**src/rtl/oneshot_pkg.sv**
```systemverilog
// Shared types for the one-shot strobe counter.
package oneshot_pkg;

    // Source that starts a counting sequence
    typedef enum logic {
        TRIG_SOFT = 1'b0,
        TRIG_GATE = 1'b1
    } trig_src_e;

    // Latched configuration word
    typedef struct packed {
        trig_src_e src;
        logic      bcd;
        logic      two_byte;
    } ctl_word_t;

endpackage

```
**src/rtl/oneshot_byte_asm.sv**
```systemverilog
// Assembles the count from byte writes.
// In one-byte mode each write completes a count with the high part zero.
// In two-byte mode the first write holds the low byte and the second
// write completes the count. A completed count raises cnt_done for one
// cycle and sets cnt_valid until the next clear.
// Assumes CNT_W == 2*BYTE_W.
module oneshot_byte_asm #(
    parameter int CNT_W  = 16,
    parameter int BYTE_W = 8
) (
    input  logic              clk,
    input  logic              rst_n,
    input  logic              clear,
    input  logic              two_byte,
    input  logic              wr,
    input  logic [BYTE_W-1:0] data,
    output logic [CNT_W-1:0]  cnt_full,
    output logic              cnt_done,
    output logic              cnt_valid
);
    localparam int HI_W = CNT_W - BYTE_W;

    logic              hi_next_q;
    logic [BYTE_W-1:0] lo_q;

    // Byte pointer, low-byte holding register and completed count
    always_ff @(posedge clk) begin
        if (!rst_n) begin
            hi_next_q <= 1'b0;
            lo_q      <= '0;
            cnt_full  <= '0;
            cnt_done  <= 1'b0;
            cnt_valid <= 1'b0;
        end else begin
            cnt_done <= 1'b0;
            if (clear) begin
                hi_next_q <= 1'b0;
                cnt_valid <= 1'b0;
            end else if (wr) begin
                if (two_byte && !hi_next_q) begin
                    lo_q      <= data;
                    hi_next_q <= 1'b1;
                end else if (two_byte) begin
                    cnt_full  <= {data[HI_W-1:0], lo_q};
                    hi_next_q <= 1'b0;
                    cnt_done  <= 1'b1;
                    cnt_valid <= 1'b1;
                end else begin
                    cnt_full  <= {{HI_W{1'b0}}, data};
                    cnt_done  <= 1'b1;
                    cnt_valid <= 1'b1;
                end
            end
        end
    end
endmodule

```
**src/rtl/oneshot_gate_trig.sv**
```systemverilog
// Detects a rising edge of the gate input, sampled on the clock, and
// registers it as a one-cycle load request while gate-trigger mode is
// selected. Assumes gate is already synchronous to clk.
module oneshot_gate_trig (
    input  logic clk,
    input  logic rst_n,
    input  logic clear,
    input  logic gate_mode,
    input  logic gate,
    output logic trig_pend
);
    logic gate_q;

    // Previous gate sample and edge-triggered load request
    always_ff @(posedge clk) begin
        if (!rst_n) begin
            gate_q    <= 1'b0;
            trig_pend <= 1'b0;
        end else begin
            gate_q    <= gate;
            trig_pend <= gate_mode && gate && !gate_q && !clear;
        end
    end
endmodule

```
**src/rtl/oneshot_dec_unit.sv**
```systemverilog
// Next value of a down-counter, binary or BCD, selected at run time.
// The BCD path borrows digit by digit, so 0 wraps to all nines.
// The binary path wraps 0 to all ones. Assumes CNT_W is a multiple of 4.
module oneshot_dec_unit #(
    parameter int CNT_W = 16
) (
    input  logic [CNT_W-1:0] value,
    input  logic             bcd,
    output logic [CNT_W-1:0] next
);
    localparam int DIGITS = CNT_W / 4;

    logic [DIGITS:0]    brw;
    logic [CNT_W-1:0]   bcd_next;

    assign brw[0] = 1'b1;

    for (genvar g = 0; g < DIGITS; g++) begin : g_digit
        logic [3:0] dig;
        assign dig = value[4*g +: 4];
        assign bcd_next[4*g +: 4] = brw[g] ? ((dig == 4'd0) ? 4'd9 : dig - 4'd1) : dig;
        assign brw[g+1] = brw[g] && (dig == 4'd0);
    end

    // Pick the decrement style for the current format
    always_comb begin
        next = bcd ? bcd_next : value - CNT_W'(1);
    end
endmodule

```
**src/rtl/oneshot_strobe_timer.sv**
```systemverilog
// Retriggerable one-shot strobe counter (top).
// A completed count write (software mode) or a gate rising edge (gate
// mode) loads the count one clock later, without decrementing on that
// clock. When the count steps from 1 to 0 while armed, out_n drops for
// one clock. The counter then keeps wrapping silently until retriggered.
// A configuration write forces out_n high in the same cycle and clears
// the sequence. Assumes all inputs are synchronous to clk.
module oneshot_strobe_timer
    import oneshot_pkg::*;
#(
    parameter int CNT_W  = 16,
    parameter int BYTE_W = 8
) (
    input  logic              clk,
    input  logic              rst_n,
    input  logic              cw_wr,
    input  logic              cw_gate_trig,
    input  logic              cw_bcd,
    input  logic              cw_two_byte,
    input  logic              cnt_wr,
    input  logic [BYTE_W-1:0] cnt_byte,
    input  logic              gate,
    output logic              out_n
);
    localparam logic [CNT_W-1:0] CNT_ONE = CNT_W'(1);

    ctl_word_t         ctl_q;
    logic              hw_mode;
    logic [CNT_W-1:0]  cnt_full;
    logic              cnt_done;
    logic              cnt_valid;
    logic              trig_pend;
    logic              load_now;
    logic              cnt_en;
    logic [CNT_W-1:0]  cnt_q;
    logic [CNT_W-1:0]  cnt_dec;
    logic              armed_q;
    logic              running_q;
    logic              strobe_q;

    // Configuration word latch
    always_ff @(posedge clk) begin
        if (!rst_n) begin
            ctl_q <= '{src: TRIG_SOFT, bcd: 1'b0, two_byte: 1'b0};
        end else if (cw_wr) begin
            ctl_q <= '{src: trig_src_e'(cw_gate_trig), bcd: cw_bcd, two_byte: cw_two_byte};
        end
    end

    assign hw_mode = (ctl_q.src == TRIG_GATE);

    oneshot_byte_asm #(
        .CNT_W  (CNT_W),
        .BYTE_W (BYTE_W)
    ) asm_i (
        .clk       (clk),
        .rst_n     (rst_n),
        .clear     (cw_wr),
        .two_byte  (ctl_q.two_byte),
        .wr        (cnt_wr),
        .data      (cnt_byte),
        .cnt_full  (cnt_full),
        .cnt_done  (cnt_done),
        .cnt_valid (cnt_valid)
    );

    oneshot_gate_trig trig_i (
        .clk       (clk),
        .rst_n     (rst_n),
        .clear     (cw_wr),
        .gate_mode (hw_mode),
        .gate      (gate),
        .trig_pend (trig_pend)
    );

    oneshot_dec_unit #(
        .CNT_W (CNT_W)
    ) dec_i (
        .value (cnt_q),
        .bcd   (ctl_q.bcd),
        .next  (cnt_dec)
    );

    // Load request and count enable for the selected trigger source
    always_comb begin
        load_now = hw_mode ? (trig_pend && cnt_valid) : cnt_done;
        cnt_en   = hw_mode || gate;
    end

    // Count register, armed flag and one-clock strobe
    always_ff @(posedge clk) begin
        if (!rst_n) begin
            cnt_q     <= '0;
            armed_q   <= 1'b0;
            running_q <= 1'b0;
            strobe_q  <= 1'b0;
        end else if (cw_wr) begin
            cnt_q     <= '0;
            armed_q   <= 1'b0;
            running_q <= 1'b0;
            strobe_q  <= 1'b0;
        end else begin
            strobe_q <= 1'b0;
            if (load_now) begin
                cnt_q     <= cnt_full;
                armed_q   <= 1'b1;
                running_q <= 1'b1;
            end else if (running_q && cnt_en) begin
                cnt_q <= cnt_dec;
                if (armed_q && cnt_q == CNT_ONE) begin
                    strobe_q <= 1'b1;
                    armed_q  <= 1'b0;
                end
            end
        end
    end

    // Output: strobe low, released at once by a configuration write
    assign out_n = !strobe_q || cw_wr;
endmodule

```
**config.mk**
```make
export PLATFORM = sky130hd
export DESIGN_NAME = oneshot_strobe_timer
export DESIGN_NICKNAME = d
export VERILOG_FILES = /design/src/rtl/oneshot_pkg.sv /design/src/rtl/oneshot_byte_asm.sv /design/src/rtl/oneshot_gate_trig.sv /design/src/rtl/oneshot_dec_unit.sv /design/src/rtl/oneshot_strobe_timer.sv
export SDC_FILE = /design/constraint.sdc
export NUM_CORES = 1
export LEC_CHECK = 0
export BUFFER_PORTS_ARGS = -buffer_cell sky130_fd_sc_hd__clkbuf_2
export CAP_MARGIN = 30
export CORE_UTILIZATION = 50
export CTS_BUF_LIST = sky130_fd_sc_hd__clkbuf_16
export DETAILED_ROUTE_END_ITERATION = 7
export PLACE_DENSITY_LB_ADDON = 0.2
export SKIP_CTS_REPAIR_TIMING = 1
export SLEW_MARGIN = 20
export SYNTH_ARGS = -nofsm -noshare
export SYNTH_HDL_FRONTEND = slang
export SYNTH_SLANG_ARGS = --single-unit
```
**constraint.sdc**
```tcl
create_clock -name clk -period 2.3 [get_ports clk]
set_clock_uncertainty 0.15 [all_clocks]
set_input_delay 0.46 -clock clk [delete_from_list [all_inputs] [get_ports clk]]
set_output_delay 0.46 -clock clk [all_outputs]
set_load 0.005 [all_outputs]
```
==> run metrics <==
syn_nets 319; Tot Pwr 2060 uW; crit-path max FO 7; drt total wl 5.97 mm; Worst setup SP type register; clk slew on worst S/H paths 0.07 ns; clock period minus final worst setup slack 2.15 ns; logic gate share of total power 13.1%; slowest cell delay on critical path 0.70 ns; n_diodes 0; Worst Hold Class reg2reg; number of buffers created by CTS 5; DP HPWL 4.20 mm; Slowest-stage cell, CP o31ai_1; WS Path Type reg2reg; status complete, no violations; total negative setup slack 0 ns; Max-slew headroom 45.4%; final setup fails 0; critical path arrival 2.17 ns; fin util 59.2%; static leakage 0.00122 uW; f_max 466 MHz; layout cells sized above 1 16.9%; Sequential Power Share 45.4%; chip height 74.7 um; Nets 337; Core ar. 5110 um2; library cells used by synthesis 51; DRC viols 0; CTS tree done; EDFF count, synth 0; unrepaired setup endpoints after global routing false; VDD IR-drop max 0.000566 V; most common cell after layout, fill and taps aside dfxtp_1; antenna-violating nets left 0; CP cell instances nor2b_1 > o31ai_1 > buf_4 > a211oi_1 > a32oi_1 > a21oi_1; Mapped Area 2640 um2; DRT Pass-1 Iters 4; # rows 26; CP Capture Type register; Vias 2,217; Die ar. 5570 um2; Worst Path Required 2.32 ns; CTS sink count 51; pin count of the biggest net entering global routing 26; global-route wire length before repair 9.67 mm; Synth Register Bits 51; clock share of power 41.5%; Synth Instances 300; 1st-iter DRT viols 125; Initial Util 51.7%; Die Wd 74.7 um; register area share after synthesis 38.7%; PortBufs 16; GRT Total Usage 23.3%; commonest cells after routing, fill and taps aside dfxtp_1, nand2_1, nor2b_1, mux2i_1, a21oi_1; ys flop type dfxtp_1; Hold Slack 0.244 ns; switching part of the total 24.8%; number of global-route vias before repair 1,969; root buffer cell clkbuf_16; Placed Instances 381; Worst Max-Slew Pin Slew 0.812 ns; later-pin clock latency in the skew report 0.29 ns; CTS max path bufs 2; fin. max-slew vios 0; initial antenna violation count 0; P per Cell Area 682 nW/um2; CTS H-tree depth 2; # IOs 17; GPL Wtd Cong 0.827; vias per cell 5.70; Psw 510 uW; count of non-filler cells in the finished layout 389; Synth warnings 0; final hold vios 0; routed wire length per instance 15.3 um; ys async rst share 0%; Pint 1550 uW; Layout area overhead 14.5%; final period utilization 93.3%; grt total ovfl 0; Max Cap Viol 0; Avg Inst Size Synth 8.80 um2
==> cells by family (layout without fill, tap and decap cells) <==
| logic type | count (synthesis) | in the layout | share of synthesized area [%] |
|---|---|---|---|
| buffers and inverters | 27 | 46 | 4.12 |
| muxes | 23 | 23 | 8.77 |
| and+or+nand+nor | 100 | 100 | 21.8 |
| DFF | 51 | 51 | 38.7 |
| xor gates and xnor gates | 1 | 1 | 0.332 |
| adders and majority gates | 3 | 3 | 1.42 |
| AOI/OAI and AO/OA | 95 | 95 | 24.9 |
==> area by class of cell <==
class                           count  area [um2]
Timing Repair Buffer               32         213
Clock inverter                      3        42.5
Fill cell                         456        2090
Inverter                            6        22.5
Clock buffer                        5         125
Tap cell                           70        87.6
Multi-Input combinational cell    222        1510
Sequential cell                    51        1020
==> through the flow <==
| stage | setup WS, ns | area, um2 |
|---|---|---|
| final | 0.153 | 3020 |
| after global placement | 0.201 | 2850 |
| after global routing | 0.00717 | 3020 |
| after floorplan | 0.213 | 2640 |
| after CTS | 0.166 | 3020 |
| after detailed placement | 0.180 | 2850 |
==> path summary, 6_finish.rpt <==
path	start	to	slack, ns	cells past startpoint
max reg2reg	hw_mode$_SDFFE_PN0P_	cnt_q[2]$_SDFFE_PP0P_	0.15	6
max	hw_mode$_SDFFE_PN0P_	cnt_q[2]$_SDFFE_PP0P_	0.15	6
min reg2reg	trig_i.gate_q$_SDFF_PN0_	trig_i.trig_pend$_SDFF_PN0_	0.24	1
min	trig_i.gate_q$_SDFF_PN0_	trig_i.trig_pend$_SDFF_PN0_	0.24	1
==> power by group through the flow <==
stage / combinational (uW) / clock [uW] / sequential [uW]
after floorplan: 195 / 0 / 942
after global placement: 266 / 0 / 954
after detailed placement: 266 / 0 / 955
after CTS: 269 / 856 / 935
after global routing: 297 / 894 / 938
final: 270 / 855 / 935
==> critical path, delay by kind of cell (launching register included) <==
| kind | cells | cell delay (ns) |
|---|---|---|
| flip-flops | 1 | 0.39 |
| AO/OA/AOI/OAI | 4 | 1.10 |
| AND/OR/NAND/NOR | 1 | 0.10 |
| buffers and inverters | 1 | 0.27 |
==> synth_stat cells, types with 2 or more instances <==
library cell / count / area (um2)
dfxtp_1: 51 / 1020
nand2_1: 25 / 93.8
mux2i_1: 22 / 220
nor2b_1: 22 / 138
a21oi_1: 19 / 95.1
clkbuf_1: 17 / 63.8
nor2_1: 16 / 60.1
o21ai_0: 15 / 75.1
a31oi_1: 9 / 56.3
a22oi_1: 8 / 60.1
o211a_1: 8 / 80.1
o211ai_1: 7 / 52.6
inv_1: 6 / 22.5
nor3_1: 6 / 30.0
nand2b_1: 5 / 31.3
o21a_1: 5 / 37.5
a211oi_1: 4 / 30.0
and2_1: 4 / 25.0
nand3_1: 4 / 20.0
buf_1: 3 / 11.3
ha_1: 3 / 37.5
or3_1: 3 / 18.8
a211o_2: 2 / 20.0
a21boi_0: 2 / 15.0
a21o_1: 2 / 15.0
a31o_2: 2 / 17.5
a32oi_1: 2 / 17.5
and3_1: 2 / 12.5
nor3b_2: 2 / 25.0
nor4_4: 2 / 42.5
o31ai_1: 2 / 15.0
==> per-layer routing <==
metal	global-route usage, %	vias up	part of all wire [%]	routed length [um]
met1	32.6	1034	49	2930
li1	-	1125	-	-
met2	36.3	50	47	2790
met3	3.61	8	2.8	167
met4	8.60	0	1.4	82
met5	0	-	0	0
==> registers in the layout (all words and copies together), names as in the netlist <==
register	cells
asm_i.cnt_valid	1
hw_mode	1
armed_q	1
asm_i.cnt_full	16
asm_i.cnt_done	1
strobe_q	1
running_q	1
ctl_q	2
cnt_q	16
trig_i.gate_q	1
trig_i.trig_pend	1
asm_i.lo_q	8
asm_i.hi_next_q	1
(Power assumes the default switching activity.)
